<file path="config.mk">
export PLATFORM = sky130hd
export DESIGN_NAME = wdt_two_stage
export DESIGN_NICKNAME = d
export VERILOG_FILES = /design/src/rtl/wdt_pkg.sv /design/src/rtl/wdt_counter.sv /design/src/rtl/wdt_escalate.sv /design/src/rtl/wdt_pulse.sv /design/src/rtl/wdt_two_stage.sv
export SDC_FILE = /design/constraint.sdc
export NUM_CORES = 1
export LEC_CHECK = 0
export ABC_CLOCK_PERIOD_IN_PS = 2600
export BUFFER_PORTS_ARGS = -buffer_cell sky130_fd_sc_hd__buf_4
export CORE_MARGIN = 3
export CORE_UTILIZATION = 45
export CTS_CLUSTER_SIZE = 40
export DETAILED_ROUTE_END_ITERATION = 16
export HOLD_SLACK_MARGIN = 0.15
export PLACE_DENSITY = 0.69
export SLEW_MARGIN = 20
export SYNTH_ARGS = -nofsm -noshare
export SYNTH_HDL_FRONTEND = slang
export SYNTH_SLANG_ARGS = --single-unit
</file>
<file path="constraint.sdc">
create_clock -name clk -period 2.6 [get_ports clk]
set_clock_uncertainty 0.1 [all_clocks]
set_input_delay 0.52 -clock clk [delete_from_list [all_inputs] [get_ports clk]]
set_output_delay 0.52 -clock clk [all_outputs]
set_load 0.02 [all_outputs]
</file>
<file path="src/rtl/wdt_pkg.sv">
package wdt_pkg;

  typedef enum logic {
    RESP_RESET = 1'b0,
    RESP_IRQ   = 1'b1
  } resp_e;

  // Number of ones in the preset for a range code.
  function automatic int unsigned preset_ones(int unsigned base, int unsigned code);
    return base + code;
  endfunction

  // Reset pulse length in cycles for a length code.
  function automatic int unsigned pulse_cycles(int unsigned code);
    return 1 << (code + 1);
  endfunction

endpackage

</file>
<file path="src/rtl/wdt_counter.sv">
module wdt_counter #(
  parameter int CNT_W     = 32,
  parameter int RANGE_W   = 4,
  parameter int BASE_LOG2 = 16
) (
  input  logic               clk,
  input  logic               rst_n,
  input  logic               run,
  input  logic               restart,
  input  logic [RANGE_W-1:0] range_sel,
  output logic [CNT_W-1:0]   cnt,
  output logic               expire
);
  import wdt_pkg::*;

  localparam int MAX_ONES = BASE_LOG2 + (1 << RANGE_W) - 1;

  logic [CNT_W-1:0] preset;

  always_comb begin
    preset = {CNT_W{1'b1}} >> (CNT_W - preset_ones(BASE_LOG2, 32'(range_sel)));
  end

  assign expire = run && (cnt == '0) && !restart;

  always_ff @(posedge clk or negedge rst_n) begin
    if (!rst_n) begin
      cnt <= '0;
    end else if (restart || expire) begin
      cnt <= preset;
    end else if (run && cnt != '0) begin
      cnt <= cnt - 1'b1;
    end
  end

  initial begin
    if (MAX_ONES > CNT_W) $display("wdt_counter: preset wider than counter");
  end


  count_step_chk: assert property (@(posedge clk) disable iff (!rst_n)
    run && !restart && cnt != '0 |=> cnt == $past(cnt) - 1'b1);


  restart_load_chk: assert property (@(posedge clk) disable iff (!rst_n)
    restart |=> cnt == $past(preset));

endmodule

</file>
<file path="src/rtl/wdt_escalate.sv">
module wdt_escalate (
  input  logic          clk,
  input  logic          rst_n,
  input  logic          expire,
  input  wdt_pkg::resp_e resp,
  input  logic          irq_clr,
  output logic          irq,
  output logic          fire,
  output logic          clr_ok
);
  import wdt_pkg::*;

  assign clr_ok = irq_clr && irq;
  assign fire   = expire && (resp == RESP_RESET || irq);

  always_ff @(posedge clk or negedge rst_n) begin
    if (!rst_n) begin
      irq <= 1'b0;
    end else if (fire) begin
      irq <= 1'b0;
    end else if (expire) begin
      irq <= 1'b1;
    end else if (clr_ok) begin
      irq <= 1'b0;
    end
  end


  irq_cause_chk: assert property (@(posedge clk) disable iff (!rst_n)
    $rose(irq) |-> $past(expire) && $past(resp) == RESP_IRQ);


  second_expiry_chk: assert property (@(posedge clk) disable iff (!rst_n)
    fire && resp == RESP_IRQ |-> irq);


  clear_drop_chk: assert property (@(posedge clk) disable iff (!rst_n)
    clr_ok |=> !irq);

endmodule

</file>
<file path="src/rtl/wdt_pulse.sv">
module wdt_pulse #(
  parameter int SEL_W = 3
) (
  input  logic             clk,
  input  logic             rst_n,
  input  logic             fire,
  input  logic [SEL_W-1:0] len_sel,
  output logic             rst_o
);
  import wdt_pkg::*;

  localparam int LEFT_W = (1 << SEL_W) + 1;

  logic [LEFT_W-1:0] left;
  logic [LEFT_W-1:0] len;

  always_comb begin
    len = LEFT_W'(pulse_cycles(32'(len_sel)));
  end

  always_ff @(posedge clk or negedge rst_n) begin
    if (!rst_n) begin
      left <= '0;
    end else if (fire) begin
      left <= len;
    end else if (left != '0) begin
      left <= left - 1'b1;
    end
  end

  assign rst_o = (left != '0);


  pulse_start_chk: assert property (@(posedge clk) disable iff (!rst_n)
    fire |=> rst_o);


  pulse_end_chk: assert property (@(posedge clk) disable iff (!rst_n)
    $fell(rst_o) |-> !$past(fire) && $past(left) == 1);

endmodule

</file>
<file path="src/rtl/wdt_two_stage.sv">
module wdt_two_stage #(
  parameter int          CNT_W     = 32,
  parameter int          RANGE_W   = 4,
  parameter int          SEL_W     = 3,
  parameter int          KEY_W     = 8,
  parameter int          BASE_LOG2 = 16,
  parameter logic [7:0]  KICK_KEY  = 8'h76
) (
  input  logic               clk,
  input  logic               rst_n,
  input  logic               en_req,
  input  logic               resp_irq,
  input  logic [RANGE_W-1:0] range_sel,
  input  logic [SEL_W-1:0]   plen_sel,
  input  logic               kick_wr,
  input  logic [KEY_W-1:0]   kick_data,
  input  logic               irq_clr,
  output logic               irq,
  output logic               sys_rst,
  output logic [CNT_W-1:0]   count
);
  import wdt_pkg::*;

  logic  enabled;
  logic  start_evt;
  logic  kick_ok;
  logic  clr_ok;
  logic  restart_evt;
  logic  expire_evt;
  logic  fire_evt;
  resp_e resp;

  assign resp        = resp_e'(resp_irq);
  assign start_evt   = en_req && !enabled;
  assign kick_ok     = enabled && kick_wr && (kick_data == KEY_W'(KICK_KEY));
  assign restart_evt = start_evt || kick_ok || clr_ok;

  always_ff @(posedge clk or negedge rst_n) begin
    if (!rst_n) begin
      enabled <= 1'b0;
    end else if (start_evt) begin
      enabled <= 1'b1;
    end
  end

  wdt_counter #(
    .CNT_W    (CNT_W),
    .RANGE_W  (RANGE_W),
    .BASE_LOG2(BASE_LOG2)
  ) u_counter (
    .clk      (clk),
    .rst_n    (rst_n),
    .run      (enabled),
    .restart  (restart_evt),
    .range_sel(range_sel),
    .cnt      (count),
    .expire   (expire_evt)
  );

  wdt_escalate u_escalate (
    .clk    (clk),
    .rst_n  (rst_n),
    .expire (expire_evt),
    .resp   (resp),
    .irq_clr(irq_clr),
    .irq    (irq),
    .fire   (fire_evt),
    .clr_ok (clr_ok)
  );

  wdt_pulse #(
    .SEL_W(SEL_W)
  ) u_pulse (
    .clk    (clk),
    .rst_n  (rst_n),
    .fire   (fire_evt),
    .len_sel(plen_sel),
    .rst_o  (sys_rst)
  );


  sticky_enable_chk: assert property (@(posedge clk) disable iff (!rst_n)
    enabled |=> enabled);


  idle_quiet_chk: assert property (@(posedge clk) disable iff (!rst_n)
    !enabled |-> !irq && !sys_rst && count == '0);


  reset_mode_chk: assert property (@(posedge clk) disable iff (!rst_n)
    expire_evt && resp == RESP_RESET |=> sys_rst && !irq);

endmodule

</file>
==> impl_metrics.env, run 1 <==
export IMPL_outcome="finished clean"
export IMPL_core_area_um2=6460
export IMPL_cts_tree="built"
export IMPL_cellLeakagePower_nw=1.81
export IMPL_crit_family="simple AND/OR/NAND/NOR gates"
export IMPL_yosys_warnings=0
export IMPL_synth_area_um2=3050
export IMPL_drc=0
export IMPL_grt_max_degree=44
export IMPL_syn_inst=360
export IMPL_insertion_delay_ns=0.30
export IMPL_synth_area_leaders="dfrtp_1 (35%), o21ai_0 (3.9%), a21oi_1 (3.8%)"
export IMPL_period_minus_slack_ns=2.57
export IMPL_yosys_area_share_simple_pct=28.4
export IMPL_synth_top_family_by_area="simple AND/OR/NAND/NOR gates"
export IMPL_max_vdd_ir_drop_mv=0.561
export IMPL_timing_fmax_mhz=389
export IMPL_synth_edf_count=0
export IMPL_crit_chain="or4_4 > or2_4 > buf_4 > or3_4 > buf_6 > o41a_1 > o211ai_1"
export IMPL_post_drt_via_cell_ratio=6.34
export IMPL_synthAdderAreaFrac_pct=2.46
export IMPL_ys_seq_elements=43
export IMPL_fin_tns_setup_ns=0
export IMPL_die_area_um2=7810
export IMPL_fin_ws_ns=0.0275
export IMPL_yosysSeqAreaShare_pct=35.2
export IMPL_synth_top_area_share_pct=35.2
export IMPL_wl_per_cell_um=18.3
export IMPL_finalNetCount=489
export IMPL_slew_violations=0
export IMPL_worstPathArrival_ns=2.69
export IMPL_diodes=0
export IMPL_port_buffers=54
export IMPL_cp_num_buf_inv=2
export IMPL_gp_congestion=0.947
export IMPL_rsz0062_at_grt="yes"
export IMPL_vias=3421
export IMPL_hold_path_class="in2reg"
export IMPL_synthMuxAreaShare_pct=0.696
export IMPL_slew_headroom_pct=61.6
export IMPL_overflow=0
export IMPL_rows=29
export IMPL_power_density_nw_per_um2=726
export IMPL_drv_cap=0
export IMPL_synthArstFlopShare_pct=100
export IMPL_slowest_delay_ns=0.58
export IMPL_synth_fp_nets=387
export IMPL_worstMarginPinSlew_ns=0.576
export IMPL_required_ns=2.72
export IMPL_routed_wl_um=9860
export IMPL_crit_slowest_cell="or4_4"
export IMPL_antenna_found_initial=0
export IMPL_pre_cts_slack_ns=-0.0224
export IMPL_period_share_pct=98.9
export IMPL_crit_path_max_fanout=5
export IMPL_clkTransAtPathRegs_ns=0.09
export IMPL_dp_hpwl_um=7160
export IMPL_clkSinkCount=43
export IMPL_syn_to_final_growth_pct=37.7
export IMPL_drtIter0Drc=301
export IMPL_fin_area_um2=4210
export IMPL_h_tree_depth=2
export IMPL_synth_cell_types=65
export IMPL_finalSetupViolations=0
export IMPL_io_pin_count=55
export IMPL_cp_start_kind="register"
export IMPL_drt_first_pass_iters=5
export IMPL_dpl_instance_area_um2=3910
export IMPL_final_cell_mix="buf_4 (109), dfrtp_1 (41), o21ai_0 (24), nor2_1 (24), nand2_1 (22)"
export IMPL_endpoint_kind="register"
export IMPL_cts_made_buffers=5
export IMPL_worst_setup_path_type="reg2reg"
export IMPL_grt_pass1_wl_um=15700
export IMPL_synth_avg_cell_area_um2=8.48
export IMPL_p_total_mw=3.05
export IMPL_drive_gt1_share_pct=34.3
export IMPL_synth_xor_area_share_pct=2.58
export IMPL_grt_pass1_vias=3176
export IMPL_die_h_um=88.4
export IMPL_synth_compound_area_share_pct=25.0
export IMPL_ctsRootBufferMaster="clkbuf_8"
export IMPL_start_util_pct=47.3
export IMPL_die_w_um=88.4
export IMPL_clockBufferDepth=2
export IMPL_final_common_cell="buf_4"
export IMPL_synth_ff_type="dfrtp_1"
export IMPL_n_fill_cell=592
export IMPL_synth_largest_area_cell="dfrtp_1"
export IMPL_hold_violations=0
export IMPL_postRouteAntennaNets=0
export IMPL_track_usage_pct=25.6
[stage by stage]
stage               hold slack [ns]  cells  util, %
floorplan                     0.124    360        -
finish                        0.361    540     65.1
global placement              0.451    526     60.5
detailed placement            0.455    526     60.5
CTS                           0.358    535     62.7
global route                  0.356    540     65.1
[power breakdown]
group | internal, mW | switching [mW] | leakage (nW)
sequential | 0.872 | 0.215 | 0.506
combinational | 0.656 | 0.681 | 1.24
clock | 0.384 | 0.245 | 0.0654
[path summary, 6_finish.rpt]
path | cells after the start | from | endpoint | slack [ns]
hold reg to reg | 2 | u_pulse.left[8] | u_pulse.left[8] | 0.47
max in group asynchronous | 2 | rst_n | u_counter.cnt[0] | 1.32
hold / removal | 2 | en_req | enabled | 0.36
min in group asynchronous | 2 | rst_n | u_counter.cnt[19] | 0.65
setup / recovery | 7 | u_counter.cnt[22] | u_counter.cnt[30] | 0.03
setup reg to reg | 7 | u_counter.cnt[22] | u_counter.cnt[30] | 0.03
[state kept, by name (all words and copies together) (netlist names)]
name / flops
u_counter.cnt: 32
u_pulse.left: 9
enabled: 1
u_escalate.irq: 1
[cell usage after synthesis (all sizes together) (7+ instances only)]
| cell | n |
|---|---|
| nor2 | 24 |
| nor4 | 14 |
| o211ai | 7 |
| clkbuf | 13 |
| nand2 | 23 |
| nand4 | 7 |
| a21oi | 23 |
| or3 | 9 |
| buf | 7 |
| nand3 | 16 |
| o21ai | 25 |
| dfrtp | 43 |
| inv | 21 |
| nor3 | 19 |
[cell families (layout without fill, tap and decap cells)]
family,Yosys count,after routing
and+or+nand+nor,149,149
AOI/OAI and AO/OA,110,110
DFF,43,43
buffers and inverters,41,144
xor gates and xnor gates,9,9
adders and majority gates,6,6
muxes,2,2
[what timing repair did]
action	in CTS	in global routing
setup buffers	0	5
hold endpoints to repair	38	0
resized for setup	1	25
hold buffers	1	0
endpoints found under the setup margin	2	21
pin swaps	0	9
[layout make-up]
| type | instances | area, um^2 | area share, % |
|---|---|---|---|
| inverter | 21 | 78.8 | 1.87 |
| sequential | 43 | 1080 | 25.6 |
| clock inverter | 2 | 60.1 | 1.43 |
| tap | 77 | 96.3 | 2.29 |
| timing repair buffer | 115 | 893 | 21.2 |
| multi-input combinational | 276 | 1930 | 45.8 |
| clock buffer | 6 | 72.6 | 1.73 |
[worst reg2reg max path, cell delays in order (launching register included)]
cell and delay [ns]:
dfrtp_1 0.40, or4_4 0.58, or2_4 0.26, buf_4 0.15, or3_4 0.39, buf_6 0.14, o41a_1 0.36, o211ai_1 0.11
[layer usage]
| metal | global-route usage, % | vias to the layer above | share of wire (%) |
|---|---|---|---|
| met5 | 0 | - | 0 |
| met4 | 6.46 | 0 | 1.9 |
| met3 | 3.35 | 20 | 6.4 |
| met2 | 42.2 | 161 | 48 |
| met1 | 35.5 | 1671 | 43 |
| li1 | - | 1569 | - |
Power figures use the tool's default switching activity.
==> run 2: changes to the inputs <==
--- a/config.mk
+++ b/config.mk
@@ -11,6 +11,7 @@
 export CORE_UTILIZATION = 45
 export CTS_CLUSTER_SIZE = 40
 export DETAILED_ROUTE_END_ITERATION = 16
+export GPL_TIMING_DRIVEN = 0
 export HOLD_SLACK_MARGIN = 0.15
 export PLACE_DENSITY = 0.69
 export SLEW_MARGIN = 20
==> run 2 against run 1 <==
The run now ends with negative setup slack left. Maximum frequency is 4.8% lower. Worst setup slack worse by 0.13 ns. Sequential power is 7% higher. Routed wire length is 0.48% lower. Flip-flop and latch count stayed put. Die area stayed put. First-iteration DRC count is 5.3% higher. Combinational power is 9.7% lower. Register-to-register slack worse by 0.13 ns. Global-route usage is 0.34 points lower. Largest cell class unchanged. Highest routed layer unchanged.
==> impl_metrics.env, run 2 (synthesized netlist as in run 1, its figures left out) <==
export IMPL_overflow=0
export IMPL_track_usage_pct=25.2
export IMPL_fin_area_um2=4120
export IMPL_cts_made_buffers=5
export IMPL_clkSinkCount=43
export IMPL_required_ns=2.69
export IMPL_reg_top3="u_counter.cnt x32, u_pulse.left x9"
export IMPL_cts_tree="built"
export IMPL_max_vdd_ir_drop_mv=0.467
export IMPL_p_total_mw=2.93
export IMPL_wl_met3_um=741
export IMPL_finalNetCount=473
export IMPL_worstPathArrival_ns=2.80
export IMPL_outcome="finished with violations"
export IMPL_drc=0
export IMPL_pre_cts_slack_ns=-0.499
export IMPL_power_density_nw_per_um2=711
export IMPL_postRouteAntennaNets=0
export IMPL_ff_latch_area_um2=1080
export IMPL_finalSetupViolations=12
export IMPL_dp_hpwl_um=6810
export IMPL_die_h_um=88.4
export IMPL_clkTransAtPathRegs_ns=0.09
export IMPL_slew_violations=0
export IMPL_dr_wl_met2_um=4600
export IMPL_cellLeakagePower_nw=1.71
export IMPL_gp_congestion=0.951
export IMPL_crit_path_max_fanout=6
export IMPL_antenna_found_initial=0
export IMPL_h_tree_depth=2
export IMPL_die_area_um2=7810
export IMPL_period_share_pct=104
export IMPL_drive_gt1_share_pct=32.9
export IMPL_clockBufferDepth=2
export IMPL_hold_violations=0
export IMPL_drtIter0Drc=317
export IMPL_fin_tns_setup_ns=-0.392
export IMPL_dpl_instance_area_um2=3560
export IMPL_violations="negative setup slack"
export IMPL_regMostFlops="u_counter.cnt"
export IMPL_drt_first_pass_iters=5
export IMPL_insertion_delay_ns=0.30
export IMPL_final_cell_mix="buf_4 (77), dfrtp_1 (41), nor2_1 (24)"
export IMPL_rows=29
export IMPL_largest_reg_flops=32
export IMPL_port_buffers=52
export IMPL_die_w_um=88.4
export IMPL_drt_met1_wl_um=4240
export IMPL_drv_cap=0
export IMPL_worstMarginPinSlew_ns=0.893
export IMPL_final_common_cell="buf_4"
export IMPL_rsz0062_at_grt="yes"
export IMPL_post_drt_via_cell_ratio=6.24
export IMPL_syn_to_final_growth_pct=34.9
export IMPL_wl_per_cell_um=18.7
export IMPL_slew_headroom_pct=40.1
export IMPL_routed_top_layer="met4"
export IMPL_n_fill_cell=559
export IMPL_grt_pass1_wl_um=15300
export IMPL_finish_utilization_pct=63.8
export IMPL_ctsRootBufferMaster="clkbuf_8"
export IMPL_io_pin_count=55
export IMPL_start_util_pct=47.3
export IMPL_routed_wl_um=9820
export IMPL_diodes=0
export IMPL_period_minus_slack_ns=2.70
export IMPL_grt_max_degree=44
export IMPL_hold_path_class="in2reg"
export IMPL_timing_fmax_mhz=370
export IMPL_fin_ws_ns=-0.103
export IMPL_worst_setup_path_type="reg2reg"
export IMPL_core_area_um2=6460
export IMPL_endpoint_kind="register"
export IMPL_multi_input_area_um2=2020
export IMPL_grt_pass1_vias=3093
export IMPL_cp_start_kind="register"
export IMPL_vias=3269
## run 2: cell count changes in the layout (fill, tap and decap cells not counted), moves of 4 or more
cell      previous run  this run
nor3_2               0         5
clkbuf_1             1         8
nor3_1              19        14
buf_4              109        77
buf_6                4         8
## run 2: cell type report
| type | instances | share of cell area (%) |
|---|---|---|
| plain buffers | 19 | 2.88 |
| clock buffers | 6 | 2.00 |
| clock inverters | 2 | 0.850 |
| inverters | 21 | 1.91 |
| multi-input cells | 276 | 48.9 |
| flip-flops and latches | 43 | 26.2 |
| well taps | 77 | 2.34 |
| repair buffers | 80 | 14.9 |
## run 2: worst max-delay path: stages (launching register included)
cell     delay (ns)
dfrtp_2        0.43
inv_2          0.09
ha_4           0.13
or4b_4         0.47
and4b_1        0.28
buf_6          0.13
nand4_4        0.12
and2_4         0.24
or3_4          0.34
a32o_1         0.26
## run 2: per-layer routing
metal,vias up,GRT usage (%)
met5,-,0
met4,0,10.2
li1,1539,-
met2,158,39.8
met3,19,5.40
met1,1553,33.7
## run 2: repair_timing
item                       4_1_cts  5_1_grt
hold buffers                     1        0
pin swaps                        8       16
setup endpoints to repair       42       36
hold endpoints to repair        43        0
setup buffers                   19        8
gates resized for setup         24       39
## run 2: path summary, 6_finish.rpt
kind | start | to | slack [ns] | cells after the start
hold reg to reg | u_counter.cnt[18] | u_counter.cnt[18] | 0.48 | 2
hold / removal | en_req | enabled | 0.37 | 2
min in group asynchronous | rst_n | u_counter.cnt[27] | 0.66 | 2
setup / recovery | u_counter.cnt[1] | u_counter.cnt[5] | -0.10 | 9
setup reg to reg | u_counter.cnt[1] | u_counter.cnt[5] | -0.10 | 9
max in group asynchronous | rst_n | u_counter.cnt[1] | 1.34 | 2
## run 2: power breakdown
group / leakage (nW) / internal, mW / switching [mW] / total (mW)
registers: 0.506 / 0.872 / 0.294 / 1.17
logic: 1.14 / 0.591 / 0.619 / 1.21
clock network: 0.0612 / 0.311 / 0.245 / 0.556
## run 2: metrics by stage
step,std cells,hold WS (ns)
2_1_floorplan,360,0.124
3_3_place_gp,489,0.432
3_5_place_dp,489,0.445
4_1_cts,516,0.343
5_1_grt,524,0.364
6_report,524,0.366
==> run 3: changes to the inputs <==
--- a/config.mk
+++ b/config.mk
@@ -14,6 +14,7 @@
 export GPL_TIMING_DRIVEN = 0
 export HOLD_SLACK_MARGIN = 0.15
 export PLACE_DENSITY = 0.69
+export RECOVER_POWER = 50
 export SLEW_MARGIN = 20
 export SYNTH_ARGS = -nofsm -noshare
 export SYNTH_HDL_FRONTEND = slang
==> run 3 against run 2 <==
Maximum frequency is essentially flat. Worst setup slack gained 0.00095 ns. Final area shrank 0.52%. First-iteration DRC count shrank 15%. Count of clock-buffer cells in the layout is the same. Clock power is essentially flat. Register-to-register slack is essentially flat. Global-route usage is the same. Via count grew 1.3%. The flow still finishes with violations (negative setup slack). Worst hold slack lost 0.00077 ns. Die area is the same. Non-clock buffer count is the same.
==> impl_metrics.env, run 3 (synthesized netlist as in run 1, its figures left out) <==
export IMPL_worstMarginPinSlew_ns=1.10
export IMPL_stdcell_count=524
export IMPL_regMostFlops="u_counter.cnt"
export IMPL_n_fill_cell=561
export IMPL_postRouteAntennaNets=0
export IMPL_worst_r2r_path_depth=9
export IMPL_insertion_delay_ns=0.30
export IMPL_power_density_nw_per_um2=712
export IMPL_outcome="finished with violations"
export IMPL_die_area_um2=7810
export IMPL_clkPwrFrac_pct=19.1
export IMPL_gp_congestion=0.951
export IMPL_cts_tree="built"
export IMPL_cp_start_kind="register"
export IMPL_period_minus_slack_ns=2.70
export IMPL_worstPathArrival_ns=2.80
export IMPL_core_area_um2=6460
export IMPL_cellLeakagePower_nw=1.69
export IMPL_hold_violations=0
export IMPL_clkTransAtPathRegs_ns=0.09
export IMPL_hold_path_class="in2reg"
export IMPL_max_vdd_ir_drop_mv=0.466
export IMPL_ctsRootBufferMaster="clkbuf_8"
export IMPL_start_util_pct=47.3
export IMPL_dp_cells=489
export IMPL_hold_depth=2
export IMPL_endpoint_kind="register"
export IMPL_drc=0
export IMPL_reg_top3="u_counter.cnt x32, u_pulse.left x9"
export IMPL_required_ns=2.69
export IMPL_h_tree_depth=2
export IMPL_antenna_found_initial=0
export IMPL_rr_endpoint="u_counter.cnt[5]"
export IMPL_r2r_start="u_counter.cnt[1]"
export IMPL_violations="negative setup slack"
export IMPL_finish_utilization_pct=63.5
export IMPL_drt_first_pass_iters=5
export IMPL_die_w_um=88.4
export IMPL_wl_per_cell_um=18.7
export IMPL_finalNetCount=473
export IMPL_seqPwrFrac_pct=39.9
export IMPL_finalSetupViolations=12
export IMPL_grt_max_degree=44
export IMPL_timing_reg2reg_setup_slack_ns=-0.10
export IMPL_drv_cap=0
export IMPL_fin_tns_setup_ns=-0.397
export IMPL_min_to="enabled"
export IMPL_fin_ws_ns=-0.102
export IMPL_cts_made_buffers=5
export IMPL_clkSinkCount=43
export IMPL_worst_hold_startpoint="en_req"
export IMPL_routed_wl_um=9820
export IMPL_dp_hpwl_um=6810
export IMPL_rsz0062_at_grt="yes"
export IMPL_diodes=0
export IMPL_track_usage_pct=25.2
export IMPL_vias=3313
export IMPL_combPwrFrac_pct=41.0
export IMPL_whs_ns=0.365
export IMPL_period_share_pct=104
export IMPL_drive_gt1_share_pct=31.8
export IMPL_slew_headroom_pct=26.5
export IMPL_port_buffers=52
export IMPL_final_cell_mix="buf_4 (71), dfrtp_1 (41), nor2_1 (24)"
export IMPL_grt_pass1_vias=3093
export IMPL_die_h_um=88.4
export IMPL_p_total_mw=2.92
export IMPL_slew_violations=0
export IMPL_worst_setup_path_type="reg2reg"
export IMPL_drtIter0Drc=268
export IMPL_p_int_mw=1.76
export IMPL_grt_pass1_wl_um=15300
export IMPL_post_drt_via_cell_ratio=6.32
export IMPL_largest_reg_flops=32
export IMPL_crit_path_max_fanout=6
export IMPL_clockBufferDepth=2
export IMPL_p_sw_mw=1.16
export IMPL_rows=29
export IMPL_timing_fmax_mhz=370
export IMPL_io_pin_count=55
export IMPL_overflow=0
export IMPL_final_common_cell="buf_4"
export IMPL_switching_share_pct=39.6
export IMPL_syn_to_final_growth_pct=34.2
## run 3: power by group through the flow
stage | combinational, mW | clock [mW] | sequential (mW)
after CTS | 1.14 | 0.571 | 1.14
after global placement | 1.04 | 0 | 1.15
after detailed placement | 1.05 | 0 | 1.15
final | 1.20 | 0.558 | 1.16
after global routing | 1.30 | 0.592 | 1.20
after floorplan | 0.518 | 0 | 1.27
## run 3: area by class of cell
class	instances	area, um^2	area share, %
clock buffers	6	82.6	2.01
repair buffers	80	593	14.5
well taps	77	96.3	2.35
clock inverters	2	35.0	0.854
flip-flops and latches	43	1080	26.3
multi-input cells	276	2020	49.2
plain buffers	19	119	2.90
inverters	21	78.8	1.92
## run 3: how the worst max path moves through the flow
stage                           startpoint                end  slack [ns]
after floorplan           u_counter.cnt[1]   u_counter.cnt[5]       -0.10
after global placement    u_counter.cnt[1]   u_counter.cnt[2]       -0.49
after detailed placement      kick_data[3]   u_counter.cnt[2]       -0.50
after CTS                 u_counter.cnt[0]   u_counter.cnt[5]       -0.02
after global routing      u_counter.cnt[1]  u_counter.cnt[12]       -0.16
final                     u_counter.cnt[1]   u_counter.cnt[5]       -0.10
## run 3: what timing repair did
item	in CTS	in global routing
hold buffers	1	0
setup endpoints to repair	42	36
buffers inserted	19	8
hold endpoints to repair	43	0
gates resized for setup	24	39
pin swaps	8	16
## run 3: worst max-delay path: stages (launching register included)
cell and delay, ns:
dfrtp_2 0.43, inv_2 0.09, ha_4 0.13, or4b_4 0.47
and4b_1 0.28, buf_6 0.13, nand4_4 0.12, and2_4 0.24
or3_4 0.34, a32o_1 0.26
## run 3: routing by layer
layer / vias to the layer above / part of all wire, % / global-route usage (%)
met3: 30 / 8.6 / 5.40
met5: - / 0 / 0
li1: 1543 / - / -
met4: 0 / 3.1 / 10.2
met2: 170 / 46 / 39.8
met1: 1570 / 42 / 33.7
## run 3: through the flow
step | worst slack (ns) | instance area [um^2]
floorplan | -0.105 | 3070
global placement | -0.486 | 3560
detailed placement | -0.499 | 3560
CTS | -0.0244 | 3920
global route | -0.159 | 4100
finish | -0.102 | 4100
